[config.mk]
export PLATFORM = sky130hd
export DESIGN_NAME = gpio_pin_event
export DESIGN_NICKNAME = d
export VERILOG_FILES = /design/src/rtl/gpio_pin_event.sv
export SDC_FILE = /design/constraint.sdc
export NUM_CORES = 1
export LEC_CHECK = 0
export BUFFER_PORTS_ARGS = -buffer_cell sky130_fd_sc_hd__buf_2
export CAP_MARGIN = 5
export CORE_AREA = 2 2 39 41
export CTS_BUF_LIST = sky130_fd_sc_hd__clkbuf_8
export DETAILED_ROUTE_END_ITERATION = 16
export DIE_AREA = 0 0 41 43
export MAX_ROUTING_LAYER = met4
export PLACE_DENSITY = 0.43
export SYNTH_ARGS = -nofsm -noshare
export SYNTH_HDL_FRONTEND = slang
export SYNTH_SLANG_ARGS = --single-unit
[constraint.sdc]
create_clock -name clk -period 0.9 [get_ports clk]
set_clock_uncertainty 0.05 [all_clocks]
set_input_delay 0.045 -clock clk [delete_from_list [all_inputs] [get_ports clk]]
set_output_delay 0.045 -clock clk [all_outputs]
set_load 0.01 [all_outputs]
[src/rtl/gpio_pin_event.sv]
module gpio_pin_event #(
  parameter int NUM_WAKE = 3
) (
  input  logic                clk,
  input  logic                rst_n,
  input  logic                pin_in,
  input  logic                lvl_mode,
  input  logic [1:0]          pol_sel,
  input  logic                int_en,
  input  logic                unmask,
  input  logic [NUM_WAKE-1:0] wake_en,
  input  logic                int_clr,
  input  logic                wake_clr,
  output logic                int_sts,
  output logic                wake_sts,
  output logic                irq,
  output logic [NUM_WAKE-1:0] wake_req,
  output logic                pending
);

  localparam logic [1:0] POL_HI   = 2'd0;
  localparam logic [1:0] POL_LO   = 2'd1;
  localparam logic [1:0] POL_BOTH = 2'd2;

  logic pin_q, ref_ok, rise, fall, trig, wake_any;

  always_ff @(posedge clk or negedge rst_n)
    if (!rst_n) begin
      pin_q  <= 1'b0;
      ref_ok <= 1'b0;
    end else begin
      pin_q  <= pin_in;
      ref_ok <= 1'b1;
    end

  assign rise = ref_ok &  pin_in & ~pin_q;
  assign fall = ref_ok & ~pin_in &  pin_q;

  always_comb begin
    trig = 1'b0;
    if (lvl_mode) begin
      case (pol_sel)
        POL_HI:  trig =  pin_in;
        POL_LO:  trig = ~pin_in;
        default: trig = 1'b0;
      endcase
    end else begin
      case (pol_sel)
        POL_HI:   trig = rise;
        POL_LO:   trig = fall;
        POL_BOTH: trig = rise | fall;
        default:  trig = 1'b0;
      endcase
    end
  end

  assign wake_any = |wake_en;

  always_ff @(posedge clk or negedge rst_n)
    if (!rst_n) begin
      int_sts  <= 1'b0;
      wake_sts <= 1'b0;
    end else begin
      if (trig && int_en)    int_sts <= 1'b1;
      else if (int_clr)      int_sts <= 1'b0;
      if (trig && wake_any)  wake_sts <= 1'b1;
      else if (wake_clr)     wake_sts <= 1'b0;
    end

  assign irq      = int_sts & unmask;
  assign wake_req = {NUM_WAKE{wake_sts}} & wake_en;
  assign pending  = int_sts | wake_sts;

  a_r5_no_set_when_disabled: assert property (@(posedge clk) disable iff (!rst_n)
    (!int_en && !int_sts) |=> !int_sts);
  a_r6_status_sticky: assert property (@(posedge clk) disable iff (!rst_n)
    (int_sts && !int_clr) |=> int_sts);
  a_r7_clear_takes: assert property (@(posedge clk) disable iff (!rst_n)
    (int_clr && !(int_en && trig)) |=> !int_sts);
  a_r7_event_wins: assert property (@(posedge clk) disable iff (!rst_n)
    (int_en && trig) |=> int_sts);
  a_r4_code3_silent: assert property (@(posedge clk) disable iff (!rst_n)
    (pol_sel == 2'd3 && !int_sts) |=> !int_sts);
  a_r9_wake_clear: assert property (@(posedge clk) disable iff (!rst_n)
    (wake_clr && !(trig && wake_any)) |=> !wake_sts);

endmodule

==> summary.txt, run 1 <==
Logic synthesis
  – Synth Register Bits: 4
  – Synth top area share: approximately 43%
  – Syn_area_per_cell: approximately 9 µm²
  – Largest family of logic cells by synthesized area: simple AND/OR/NAND/NOR gates
  – Synth Area in Compound Gates: slightly above 10%
  – Unique masters post-synth: 15
  – Synthesized Nets: 38
  – Largest area contributor in the netlist: dfrtp_1
  – Register area share after synthesis: 43.2%
  – Post-synthesis adder-cell area fraction: 0%
  – Post-Synth Simple-Gate Area: about 33%
  – Synth top area cells: dfrtp_1 43%, and2_1 11%, nand2b_1 8.1%
  – Mapped Cells: 25
  – Mapped Area: 231 µm²
  – Synth Warn #: 0
  – Post-synthesis mux area share: just under 5%
  – XOR/XNOR share of the synthesized area: under 10%

Cells and area
  – Nets: 68
  – Multi-input logic area: between 100 and 150 µm²
  – Register area: 101 µm²
  – N_diodes: 0
  – Fill cells: 144
  – Commonest non-fill, non-tap cells in the layout: 15 x buf_2, 6 x buf_6, 3 x and2_1, 3 x clkbuf_8, 3 x dfrtp_1
  – Fraction of layout cells with a size suffix above 1: approximately three fifths
  – Final instance area: 490 µm²
  – Area growth syn-to-layout: 112%
  – Commonest non-fill, non-tap cell in the layout: buf_2

Detailed routing
  – Residual DRC: 0
  – Routed length per placed instance: roughly 9.3 µm
  – Detail Route Antenna Nets: 0
  – Top Metal Used: met3
  – Met2 WL post-DR: roughly 280 µm
  – Via Count: roughly 290
  – Post-Route WL: 642 µm
  – Post-DR vias/cell: between 4 and 5
  – Drt pass-1 iters: 2
  – WL met3: approximately 130 µm
  – Met1 WL: 236 µm
  – Iteration-0 DRC Markers: 1

STA
  – TNS Setup: -0.798 ns
  – Fin crit share: 121%
  – Max Slew Vio Count: 0
  – Endpoints failing hold: 0
  – Final worst setup slack: -0.187 ns
  – Max Freq: around 920 MHz
  – Final setup violating endpoints: 9
  – RSZ-0062 raised after global routing: yes
  – Post-layout min period: 1.09 ns

Status
  – Status: finished, violations left
  – Failing checks: negative setup slack

Floorplan
  – Chip width: 41 µm
  – Core Region: ~1400 µm²
  – Number of core rows: 14
  – Die H: between 40 and 50 µm
  – Die ar.: between 1500 and 2000 µm²
  – Ports: 20
  – Initial Utilization: 16.7%

Worst hold path
  – Hold Crit Class: input port to register

Clock tree
  – Clock-pin slew on the worst setup and hold paths: around 0.03 ns
  – CTS H-Tree Depth: 1
  – Worst-skew pair later-pin latency: roughly 0.21 ns
  – Root Buffer: clkbuf_8
  – Num Clock Sinks: 4
  – Max Root-Sink Buffers: 2
  – CTS tree: done
  – Num CTS Buffers: 3

Worst setup path
  – Critical Path Start Type: register
  – Worst Path Required: about 0.81 ns
  – Setup CP Type: register to output port
  – Worst Setup End Kind: output port
  – CP Max Fanout: 6
  – CP Data Arrival Time: about 1 ns

Global route
  – Antenna violations before repair: 0
  – Vias in the first global route: 220
  – First-pass GRT wire length: ~850 µm
  – Largest net degree at the start of global routing: 7
  – All-Layer GR Usage: approximately 8.0%
  – Gr ovfl total: 0

Placed design
  – Input/output buffers: 19
  – Post-DP HPWL: around 500 µm
  – Global placement routability congestion: approximately 0.6
  – Placed Area: ~360 µm²

Pwr
  – Worst IR Drop VDD: between 0.0007 and 0.0008 V
  – Pleak: ~0.25 nW
  – Power, Total: 803 µW
  – Pwr/cell area: 1640 nW/µm²

Job
  – Max_cap viols: 0
## final timing paths
check | end | cells past startpoint | slack, ns | from
worst max-delay path | pending | 2 | -0.19 | wake_sts
worst min-delay path | wake_sts | 3 | 0.08 | wake_clr
worst min register to register | int_sts | 2 | 0.52 | ref_ok
worst max register to register | int_sts | 3 | -0.03 | pin_q
min in group asynchronous | int_sts | 2 | 0.14 | rst_n
max in group asynchronous | wake_sts | 2 | 0.53 | rst_n
## layout make-up
class                   instances  area share, %
clock buffers                   3           8.42
repair buffers                 25           36.2
well taps                      16           4.08
multi-input cells              19           29.1
inverters                       2           1.53
flip-flops and latches          4           20.7
## power by group
part | internal (mW) | switching, mW | total (mW)
clock | 0.284 | 0.0851 | 0.370
sequential | 0.198 | 0.0153 | 0.213
combinational | 0.141 | 0.0800 | 0.221
## state kept, by name (all words and copies together) (netlist names)
register / count
pin_q: 1
int_sts: 1
wake_sts: 1
ref_ok: 1
## critical path, stage by stage (launching register included)
cell,delay (ns)
dfrtp_2,0.43
or2_4,0.23
buf_6,0.12
## metrics by stage
| stage | hold slack [ns] | setup WS [ns] | utilization [%] | cells |
|---|---|---|---|---|
| floorplan | -0.301 | 0.0307 | - | 25 |
| global placement | -0.193 | -0.127 | 26.1 | 62 |
| detailed placement | -0.194 | -0.125 | 26.1 | 62 |
| CTS | 0.0804 | -0.178 | 33.0 | 69 |
| global route | 0.0926 | -0.219 | 35.4 | 69 |
| finish | 0.0794 | -0.187 | 35.4 | 69 |
## cells in the mapped netlist
cell	instances
o221ai_1	2
nand2_1	1
or2_2	1
dfrtp_1	4
mux2_2	1
a31oi_1	1
nor3_1	1
and2_1	4
inv_1	2
xor2_1	1
conb_1	1
nor4_1	1
nand2b_1	3
nor2_1	1
nand3b_1	1
## routing by layer
metal / GRT usage (%) / up-vias
met3: 7.33 / 0
met2: 10.9 / 24
met4: 2.00 / 0
li1: - / 143
met5: - / -
met1: 8.14 / 120
## what timing repair did
action	in CTS	in global routing
hold buffers	2	0
gates cloned	0	0
setup endpoints to repair	8	9
resized for setup	4	8
buffers inserted	2	0
pin swaps	3	2
endpoints found under the hold margin	5	0
## logic make-up (layout without fill, tap and decap cells)
kind of cell,Yosys count,in the layout
other cells,1,1
xor+xnor,1,1
buf+inv,2,30
mux,1,1
simple gates,13,13
compound gates,3,3
flops,4,4
(Power assumes the default switching activity.)
==> run 2, diff against run 1 <==
==> constraint.sdc (replaced) <==
create_clock -name clk -period 0.9 [get_ports clk]
set_clock_uncertainty 0.05 [all_clocks]
set_input_delay 0.18 -clock clk [delete_from_list [all_inputs] [get_ports clk]]
set_output_delay 0.18 -clock clk [all_outputs]
set_load 0.01 [all_outputs]
==> summary.txt, run 2 (synthesis results as in run 1) <==
Status
  – Status: finished, violations left
  – Failing checks: negative setup slack

STA
  – Endpoints failing hold: 0
  – Final worst setup slack: -0.295 ns
  – Fin crit share: 133%
  – Max Freq: approximately 840 MHz
  – Final setup violating endpoints: 9
  – Max Slew Vio Count: 0
  – Post-layout min period: between 1 and 1.5 ns
  – TNS Setup: -1.55 ns
  – RSZ-0062 raised after global routing: yes

Job
  – Max_cap viols: 0

Detailed routing
  – Via Count: around 270
  – Routed length per placed instance: about 9.1 µm
  – Detail Route Antenna Nets: 0
  – Iteration-0 DRC Markers: 1
  – Post-Route WL: about 600 µm
  – Drt pass-1 iters: 2
  – Residual DRC: 0
  – Post-DR vias/cell: about 4

Floorplan
  – Die ar.: 1760 µm²
  – Initial Utilization: between 15 and 20%
  – Ports: 20
  – Die H: between 40 and 50 µm
  – Chip width: 41 µm
  – Number of core rows: 14
  – Core Region: around 1400 µm²

Cells and area
  – Fill cells: 147
  – Nets: between 60 and 70
  – Multi-input logic area: around 150 µm²
  – Register area: 100 µm²
  – Commonest non-fill, non-tap cells in the layout: 17 x buf_2, 4 x and2_1, 4 x dfrtp_1, 4 x buf_4
  – Final Util: approximately 34%
  – N_diodes: 0
  – Fraction of layout cells with a size suffix above 1: between 50 and 60%
  – Final instance area: 465 µm²
  – Commonest non-fill, non-tap cell in the layout: buf_2
  – Finished Layout Cells: between 60 and 70
  – Area growth syn-to-layout: 101%

Clock tree
  – CTS tree: done
  – CTS H-Tree Depth: 1
  – Num CTS Buffers: 3
  – Num Clock Sinks: 4
  – Worst-skew pair later-pin latency: around 0.21 ns
  – Clock-pin slew on the worst setup and hold paths: roughly 0.030 ns
  – Root Buffer: clkbuf_8
  – Max Root-Sink Buffers: 2

Worst setup path
  – Critical Path Start Type: register
  – Max incr delay on CP: ~0.4 ns
  – CP Max Fanout: 5
  – Worst reg2reg path endpoint: wake_sts
  – Reg2Reg Launch Point: pin_q
  – CP Data Arrival Time: between 0.9 and 1 ns
  – Critical path origin: wake_sts
  – Worst Setup End Kind: output port
  – Slowest CP cell: dfrtp_1
  – Worst Path Required: roughly 0.67 ns
  – Worst Setup EP: pending
  – WP depth: 2
  – Cells along the critical path: or2_4, buf_6
  – Worst R2R Setup Slack: -0.04 ns
  – Setup CP Type: register to output port
  – Worst Reg2Reg Path Length in Cells: 3
  – Critical path buffers and inverters: 1
  – Crit-path leading delay family: flip-flops

Placed design
  – Global placement routability congestion: ~0.63
  – Placed Cells: 63
  – Post-DP HPWL: just under 500 µm
  – Input/output buffers: 19
  – Placed Area: approximately 380 µm²

Global route
  – Antenna violations before repair: 0
  – Largest net degree at the start of global routing: 7
  – All-Layer GR Usage: 7.94%
  – Vias in the first global route: about 230
  – Gr ovfl total: 0
  – First-pass GRT wire length: between 800 and 900 µm

Pwr
  – Pwr/cell area: about 1700 nW/µm²
  – Worst IR Drop VDD: around 0.00084 V
  – Power, Total: 768 µW
  – Pleak: 0.243 nW

Worst hold path
  – Hold Crit Class: input port to register
run 2: worst min-delay path by stage:
| stage | startpoint | endpoint | slack [ns] | cells past startpoint |
|---|---|---|---|---|
| 2_1_floorplan | rst_n | int_sts | -0.17 | 0 |
| 3_3_place_gp | rst_n | int_sts | -0.06 | 1 |
| 3_5_place_dp | rst_n | int_sts | -0.06 | 1 |
| 4_1_cts | pin_in | pin_q | 0.15 | 2 |
| 5_1_grt | pin_in | pin_q | 0.15 | 2 |
| 6_report | pin_in | pin_q | 0.15 | 2 |
run 2: area by class of cell:
| cell class | instances | area share (%) |
|---|---|---|
| multi-input combinational | 19 | 32.0 |
| clock buffer | 3 | 8.87 |
| inverter | 2 | 1.61 |
| timing repair buffer | 24 | 31.7 |
| sequential | 4 | 21.5 |
| tap | 16 | 4.30 |
run 2: stage by stage:
step	setup slack (ns)	hold WS, ns
floorplan	-0.0251	-0.166
global placement	-0.192	-0.0603
detailed placement	-0.235	-0.0594
CTS	-0.319	0.151
global route	-0.341	0.154
finish	-0.295	0.154
run 2: routing by layer:
| metal | global-route usage, % | wire length (µm) | vias up |
|---|---|---|---|
| met2 | 11.3 | 258 | 22 |
| met5 | - | 0 | - |
| met4 | 2.00 | 0 | 0 |
| met1 | 8.09 | 249 | 110 |
| li1 | - | - | 140 |
| met3 | 6.81 | 110 | 0 |
run 2: repair_timing:
action | in CTS | in global routing
buffers inserted | 0 | 1
setup endpoints to repair | 9 | 9
hold buffers | 1 | 0
resized for setup | 2 | 3
pin swaps | 2 | 3
endpoints found under the hold margin | 4 | 0
run 2: power breakdown:
part | switching [mW] | internal (mW)
Sequential | 0.0123 | 0.196
Clock | 0.0844 | 0.284
Combinational | 0.0761 | 0.115
==> run 3, diff against run 2 <==
--- a/config.mk
+++ b/config.mk
@@ -16,3 +16,4 @@
 export SYNTH_ARGS = -nofsm -noshare
 export SYNTH_HDL_FRONTEND = slang
 export SYNTH_SLANG_ARGS = --single-unit
+export TNS_END_PERCENT = 20
==> summary.txt, run 3 (synthesis results as in run 1) <==
Status
  – Status: finished, violations left
  – Failing checks: negative setup slack

Worst setup path
  – CP Data Arrival Time: 0.98 ns
  – Slowest CP cell: dfrtp_1
  – Cells along the critical path: or2_4, buf_6
  – CP Max Fanout: 6
  – Worst Setup End Kind: output port
  – Setup CP Type: register to output port
  – Critical Path Start Type: register
  – Reg2Reg Launch Point: pin_q
  – Worst Path Required: approximately 0.67 ns
  – Worst R2R Setup Slack: -0.03 ns
  – Worst reg2reg path endpoint: wake_sts
  – Worst Reg2Reg Path Length in Cells: 2
  – Max incr delay on CP: roughly 0.40 ns

STA
  – RSZ-0062 raised after global routing: yes
  – Final setup violating endpoints: 9
  – Fin crit share: 134%
  – Final worst setup slack: -0.308 ns
  – Max Slew Vio Count: 0
  – WHS: about 0.15 ns
  – Endpoints failing hold: 0
  – Max Freq: just over 800 MHz
  – Post-layout min period: approximately 1.2 ns

Global route
  – Antenna violations before repair: 0
  – Largest net degree at the start of global routing: 7
  – All-Layer GR Usage: under 10%
  – Vias in the first global route: ~230
  – Gr ovfl total: 0
  – First-pass GRT wire length: a little over 800 µm

Clock tree
  – Num Clock Sinks: 4
  – Root Buffer: clkbuf_8
  – CTS tree: done
  – Max Root-Sink Buffers: 2
  – Clock-pin slew on the worst setup and hold paths: roughly 0.03 ns
  – Num CTS Buffers: 3
  – Worst-skew pair later-pin latency: between 0.2 and 0.25 ns
  – Post-CTS setup buffers: 0
  – CTS H-Tree Depth: 1

Cells and area
  – Multi-input logic area: ~140 µm²
  – Final Util: between 30% and 40%
  – Area growth syn-to-layout: 95.7%
  – Commonest non-fill, non-tap cell in the layout: buf_2
  – Fill cells: roughly 160
  – Fraction of layout cells with a size suffix above 1: between 50 and 60%
  – Commonest non-fill, non-tap cells in the layout: 17 x buf_2, 4 x and2_1, 4 x dfrtp_1, 4 x buf_4
  – N_diodes: 0
  – Register area: roughly 100 µm²
  – Nets: 67

Floorplan
  – Core Region: between 1000 and 1500 µm²
  – Die H: ~43 µm
  – Initial Utilization: between 10% and 20%
  – Die ar.: 1760 µm²
  – Number of core rows: 14
  – Chip width: 41 µm
  – Ports: 20

Placed design
  – Post-DP HPWL: ~460 µm
  – DP Worst Slack: -0.213 ns
  – Input/output buffers: 19
  – Global placement routability congestion: around 0.65

Worst hold path
  – Hold Crit Class: input port to register
  – Hold endpoint: pin_q
  – Hold Path Cell Cnt: 2
  – Min-delay src: pin_in

Pwr
  – Pwr/cell area: 1690 nW/µm²
  – Pleak: 0.241 nW
  – Power, Total: around 770 µW
  – Worst IR Drop VDD: around 0.00084 V

Detailed routing
  – Via Count: between 200 and 300
  – Residual DRC: 0
  – Drt pass-1 iters: 4
  – Iteration-0 DRC Markers: 2
  – Routed length per placed instance: between 8 and 9 µm
  – Post-Route WL: approximately 610 µm
  – Post-DR vias/cell: between 4 and 5
  – Detail Route Antenna Nets: 0

Job
  – Max_cap viols: 0
[run 3: cell counts in the layout (fill, tap and decap cells not counted)]
Identical to the previous run, type by type.
[run 3: worst max-delay path: cells and delay by family, from the launching register on]
family	cells	cell delay, ns
flops	1	0.40
simple gates	1	0.24
buf+inv	1	0.12
[run 3: final cells by class]
| cell class | count | area share, % |
|---|---|---|
| timing repair buffer | 24 | 32.6 |
| clock buffer | 3 | 9.12 |
| multi-input combinational | 19 | 30.1 |
| inverter | 2 | 1.66 |
| sequential | 4 | 22.1 |
| tap | 16 | 4.42 |
[run 3: through the flow]
step                      cell area (µm²)  cells  setup TNS, ns
after floorplan                       238     25        -0.0355
after global placement                383     64         -0.527
after detailed placement              383     64         -0.571
after CTS                             447     68          -1.61
after global routing                  453     68          -2.00
final                                 453     68          -1.51
[run 3: routing by layer]
metal	part of all wire [%]	vias to the layer above	GRT usage, %
li1	-	138	-
met1	45	121	7.54
met2	38	24	10.0
met3	17	0	6.28
met4	0	0	6.00
met5	0	-	-
[run 3: worst max-delay path by stage]
stage	start	to	cells after the start
2_1_floorplan	pol_sel[1]	wake_sts	3
3_3_place_gp	pol_sel[0]	wake_sts	5
3_5_place_dp	pol_sel[0]	wake_sts	5
4_1_cts	wake_sts	pending	2
5_1_grt	wake_sts	pending	2
6_report	wake_sts	pending	2
[run 3: report_power, final]
| part | switching [mW] | total (mW) | internal (mW) | leakage, nW |
|---|---|---|---|---|
| Sequential | 0.0132 | 0.210 | 0.196 | 0.0493 |
| Combinational | 0.0705 | 0.178 | 0.108 | 0.170 |
| Clock | 0.0926 | 0.378 | 0.285 | 0.0216 |
| Total | 0.176 | 0.765 | 0.589 | 0.241 |
[run 3: what timing repair did]
action | in CTS | in global routing
hold buffers | 1 | 0
setup endpoints to repair | 9 | 9
gates resized for setup | 2 | 1
hold endpoints to repair | 4 | 0
pin swaps | 2 | 2
